[config.mk]
export PLATFORM = sky130hd
export DESIGN_NAME = rx_ep_ctrl
export DESIGN_NICKNAME = d
export VERILOG_FILES = /design/src/rtl/rx_ep_pkg.sv /design/src/rtl/rx_slot_count.sv /design/src/rtl/rx_irq_edge.sv /design/src/rtl/rx_ep_ctrl.sv
export SDC_FILE = /design/constraint.sdc
export NUM_CORES = 1
export LEC_CHECK = 0
export ABC_AREA = 0
export ABC_CLOCK_PERIOD_IN_PS = 1800
export BUFFER_PORTS_ARGS = -buffer_cell sky130_fd_sc_hd__buf_2
export CAP_MARGIN = 5
export CORE_MARGIN = 3
export CORE_UTILIZATION = 35
export CTS_CLUSTER_SIZE = 10
export DETAILED_ROUTE_END_ITERATION = 8
export HOLD_SLACK_MARGIN = 0.03
export MAX_ROUTING_LAYER = met4
export SLEW_MARGIN = 20
export SYNTH_ARGS = -nofsm -noshare
export SYNTH_HDL_FRONTEND = slang
export SYNTH_SLANG_ARGS = --single-unit
[constraint.sdc]
create_clock -name clk -period 1.8 [get_ports clk]
set_clock_uncertainty 0.05 [all_clocks]
set_input_delay 0.18 -clock clk [delete_from_list [all_inputs] [get_ports clk]]
set_output_delay 0.18 -clock clk [all_outputs]
set_load 0.01 [all_outputs]
[src/rtl/rx_ep_pkg.sv]
package rx_ep_pkg;
    localparam int REG_W    = 8;
    localparam int B_CLRTOG = 7;
    localparam int B_STSEEN = 6;
    localparam int B_STREQ  = 5;
    localparam int B_FLUSH  = 4;
    localparam int B_DERR   = 3;
    localparam int B_OVR    = 2;
    localparam int B_FULL   = 1;
    localparam int B_RDY    = 0;

    typedef struct packed {
        logic clrtog;
        logic stall_seen;
        logic stall_req;
        logic flush;
        logic derr;
        logic ovr;
        logic rdy;
        logic tog;
    } ep_flags_t;
endpackage

[src/rtl/rx_slot_count.sv]
module rx_slot_count #(
    parameter int NUM_SLOTS = 2
) (
    input  logic clk,
    input  logic rst_n,
    input  logic pkt_in,
    input  logic release_i,
    output logic accept_o,
    output logic full_o,
    output logic occupied_o
);
    localparam int CW = $clog2(NUM_SLOTS + 1);
    localparam logic [CW-1:0] MAXC = CW'(NUM_SLOTS);

    logic [CW-1:0] cnt_d, cnt_q;
    logic          rel_eff;

    always_comb begin
        full_o     = (cnt_q == MAXC);
        occupied_o = (cnt_q != '0);
        accept_o   = pkt_in && !full_o;
        rel_eff    = release_i && occupied_o;
        cnt_d      = cnt_q + CW'(accept_o) - CW'(rel_eff);
    end

    always_ff @(posedge clk or negedge rst_n) begin
        if (!rst_n) cnt_q <= '0;
        else        cnt_q <= cnt_d;
    end
endmodule

[src/rtl/rx_irq_edge.sv]
module rx_irq_edge (
    input  logic clk,
    input  logic rst_n,
    input  logic lvl_next,
    input  logic lvl_cur,
    output logic pulse_o
);
    logic pulse_d, pulse_q;

    always_comb pulse_d = lvl_next && !lvl_cur;

    always_ff @(posedge clk or negedge rst_n) begin
        if (!rst_n) pulse_q <= 1'b0;
        else        pulse_q <= pulse_d;
    end

    assign pulse_o = pulse_q;
endmodule

[src/rtl/rx_ep_ctrl.sv]
module rx_ep_ctrl
    import rx_ep_pkg::*;
#(
    parameter int NUM_SLOTS = 2
) (
    input  logic             clk,
    input  logic             rst_n,
    input  logic             reg_wr,
    input  logic [REG_W-1:0] reg_wdata,
    output logic [REG_W-1:0] reg_rdata,
    input  logic             pkt_rcvd,
    input  logic             pkt_err,
    input  logic             stall_sent,
    input  logic             iso_mode,
    output logic             send_stall,
    output logic             data_toggle,
    output logic             flush_fifo,
    output logic             rx_irq
);
    ep_flags_t f_d, f_q;
    logic      accept, full, occupied, release_req;
    logic      wr_clrtog, wr_flush, wr_keep_rdy, wr_keep_ovr, wr_keep_stall;

    always_comb begin
        wr_clrtog     = reg_wr && reg_wdata[B_CLRTOG];
        wr_flush      = reg_wr && reg_wdata[B_FLUSH];
        wr_keep_rdy   = reg_wdata[B_RDY];
        wr_keep_ovr   = reg_wdata[B_OVR];
        wr_keep_stall = reg_wdata[B_STSEEN];
        release_req   = f_q.rdy && reg_wr && (!wr_keep_rdy || reg_wdata[B_FLUSH]);
    end

    rx_slot_count #(.NUM_SLOTS(NUM_SLOTS)) u_slots (
        .clk        (clk),
        .rst_n      (rst_n),
        .pkt_in     (pkt_rcvd),
        .release_i  (release_req),
        .accept_o   (accept),
        .full_o     (full),
        .occupied_o (occupied)
    );

    always_comb begin
        f_d = f_q;
        // self-clearing controls
        f_d.clrtog = wr_clrtog;
        f_d.flush  = wr_flush;
        // stall request: plain read/write
        if (reg_wr) f_d.stall_req = reg_wdata[B_STREQ];
        // stall seen: hardware set, software clear by writing 0
        if (stall_sent)                  f_d.stall_seen = 1'b1;
        else if (reg_wr && !wr_keep_stall) f_d.stall_seen = 1'b0;
        // overrun: only recorded in isochronous mode
        if (pkt_rcvd && full && iso_mode) f_d.ovr = 1'b1;
        else if (reg_wr && !wr_keep_ovr)  f_d.ovr = 1'b0;
        // packet ready and its companion error flag
        if (release_req) begin
            f_d.rdy  = 1'b0;
            f_d.derr = 1'b0;
        end else begin
            f_d.rdy = f_q.rdy || occupied || accept;
            if (accept && pkt_err && iso_mode) f_d.derr = 1'b1;
        end
        // data toggle
        if (wr_clrtog)   f_d.tog = 1'b0;
        else if (accept) f_d.tog = !f_q.tog;
    end

    always_ff @(posedge clk or negedge rst_n) begin
        if (!rst_n) f_q <= '0;
        else        f_q <= f_d;
    end

    rx_irq_edge u_irq (
        .clk      (clk),
        .rst_n    (rst_n),
        .lvl_next (f_d.rdy),
        .lvl_cur  (f_q.rdy),
        .pulse_o  (rx_irq)
    );

    always_comb begin
        reg_rdata           = '0;
        reg_rdata[B_CLRTOG] = f_q.clrtog;
        reg_rdata[B_STSEEN] = f_q.stall_seen;
        reg_rdata[B_STREQ]  = f_q.stall_req;
        reg_rdata[B_FLUSH]  = f_q.flush;
        reg_rdata[B_DERR]   = f_q.derr && iso_mode;
        reg_rdata[B_OVR]    = f_q.ovr && iso_mode;
        reg_rdata[B_FULL]   = full;
        reg_rdata[B_RDY]    = f_q.rdy;
    end

    assign send_stall  = f_q.stall_req;
    assign data_toggle = f_q.tog;
    assign flush_fifo  = f_q.flush;
endmodule

==> out/metrics.yaml <==
drt:
  via_per_inst: 4.54
  drc: 0
  postRouteAntennaNets: 0
  wire_per_inst_um: 10.5
  routed_wl_um: 936
  first_pass_iters: 1
  routed-via-count: 404
  drt_iter0_markers: 0
timing:
  tns_ns: 0
  min_period_ns: 1.62
  hold_viol_final: 0
  layout_worst_path_cycle_share_pct: 89.7
  worst_slew_pin_slew_ns: 0.244
  slew_headroom_pct: 83.6
  drv_slew: 0
  holdWs_ns: 0.0453
  rsz0062_at_grt: "false"
  setup_viol: 0
  max_freq_mhz: 619
yosys:
  synth_nets: 67
  avgSynthCellArea_um2: 10.7
  ys_top_cells_by_area: "dfrtp_1 (51%), buf_4 (8.4%), inv_1 (4.9%), ha_1 (4.7%), and2_1 (3.5%)"
  syn_area_um2: 537
  ys_seq_area_share_pct: 51.3
  ys_warn_count: 0
  netlist_instances: 50
  synth_largest_area_cell: "dfrtp_1"
  ys_seq_elements: 11
  synth_top_area_share_pct: 51.3
  yosysUniqueCellTypes: 21
clocking:
  cts_tree: "built"
  cts_root_buffer: "clkbuf_4"
  clkLatencyLatePin_ns: 0.26
  cts.sinks: 11
  clk_pin_slew_ns: 0.07
  cts_made_buffers: 3
  clk_path_buf_depth: 2
  h-tree-depth: 1
global_route:
  overflow: 0
  grt_max_degree: 12
  grt_pass1_vias: 358
  grt_pass1_wl_um: 1500
  antenna_found_initial: 0
  grt_use_total_pct: 10.9
worst_setup_path:
  worstPathMaxFanout: 3
  slowest_delay_ns: 0.36
  crit_type: "reg -> reg"
  r2r_setup_slack_ns: 0.18
  start_kind: "register"
  crit_slowest_cell: "dfrtp_1"
  crit_chain: "inv_1 > a211oi_2 > o21a_1 > ha_1 > inv_1 > ha_1 > xnor2_1 > xnor2_1"
  critical-path-top-delay-family: "compound AO/OA/AOI/OAI gates"
  cp_num_buf_inv: 2
  endpoint_kind: "register"
  cp.arrival_ns: 1.76
  worstPathRequired_ns: 1.94
cells_and_area:
  fin_util_pct: 49.4
  finalNonFillerCells: 89
  fill_cells: 137
  stdcell_area_um2: 674
  final_common_cell: "buf_2"
  n_antenna_cell: 0
  drive_above_1_share_pct: 44.6
  final_cell_mix: "buf_2 (24), dfrtp_1 (11), inv_1 (7)"
  nNetsFinal: 92
  area_delta_synth_final_pct: 25.6
floorplanning:
  start_util_pct: 39.3
  dieArea_mm2: 0.00204
  row_count: 13
  coreArea_mm2: 0.00137
  die_w_um: 45.2
  die_h_um: 45.2
  ios: 27
placed_design:
  dpl.hpwl_um: 753
  placed_area_um2: 638
  io_buffers: 24
  place_inst: 84
  place_congestion: 0.673
power:
  peakVddDrop_v: 0.000596
  p_per_area_mw_per_mm2: 1230
  leakagePower_uw: 0.000371
outcome:
  status: "finished clean"
flow_run:
  drv_cap: 0
worst_hold_path:
  min_path_type: "in -> reg"
final timing paths:
| kind | from | end | cells past startpoint |
|---|---|---|---|
| setup reg to reg | reg_rdata[0] | u_slots.cnt_q[1] | 8 |
| hold reg to reg | reg_rdata[0] | u_irq.pulse_o | 1 |
| setup / recovery | reg_rdata[0] | u_slots.cnt_q[1] | 8 |
| max in group asynchronous | rst_n | u_slots.cnt_q[0] | 2 |
| min in group asynchronous | rst_n | u_irq.pulse_o | 2 |
| hold / removal | stall_sent | reg_rdata[6] | 2 |
metal layers:
layer | global-route usage [%] | part of all wire (%) | vias up
met1 | 12.1 | 40 | 185
met4 | 5.26 | 0.85 | 0
met2 | 15.8 | 50 | 15
met3 | 5.98 | 9.2 | 2
li1 | - | - | 202
met5 | - | 0 | -
state kept, by name (all words and copies together), names as in the netlist:
register       count
u_irq.pulse_o      1
data_toggle        1
u_slots.cnt_q      2
f_q                2
flush_fifo         1
send_stall         1
reg_rdata          3
synthesized netlist by cell type:
cell	instances
a21oi_1	1
nor3_1	1
dfrtp_1	11
and2_2	1
nand2_1	1
o21a_1	1
and2_1	3
a21o_1	1
buf_4	6
inv_1	7
nand2b_1	1
xnor2_1	2
a21oi_2	1
ha_1	2
mux2_2	1
a41oi_1	1
nor2_1	3
nand3_1	1
o21ai_0	3
nand2b_4	1
a211oi_2	1
area by class of cell:
class	count	area, µm²	share of cell area, %
multi-input cells	26	190	28.2
clock buffers	4	26.3	3.90
flip-flops and latches	11	275	40.8
well taps	15	18.8	2.78
repair buffers	26	138	20.4
inverters	7	26.3	3.90
cells by family (layout without fill, tap and decap cells):
group                    Yosys count  after routing  synth area share, %
AO/OA/AOI/OAI                      9              9                 12.1
XOR/XNOR                           2              2                 3.26
adder cells (fa/ha/maj)            2              2                 4.66
buffers and inverters             13             37                 13.3
flip-flops                        11             11                 51.3
multiplexers                       1              1                 2.10
AND/OR/NAND/NOR                   12             12                 13.3
metrics by stage:
step,total power [µW],setup slack [ns]
2_1_floorplan,595,0.235
3_3_place_gp,663,0.184
3_5_place_dp,668,0.186
4_1_cts,843,0.171
5_1_grt,901,0.0330
6_report,829,0.185
power breakdown:
group	total [µW]	internal [µW]	switching [µW]
clock	167	85.7	81.1
sequential	363	313	50.1
combinational	299	153	145
what timing repair did:
action / CTS / global route
endpoints found under the hold margin: 11 / 0
buffers inserted: 0 / 0
endpoints found under the setup margin: 0 / 0
hold buffers: 1 / 0
gates resized for setup: 0 / 0
No activity file was read; power rests on OpenSTA's default activity.
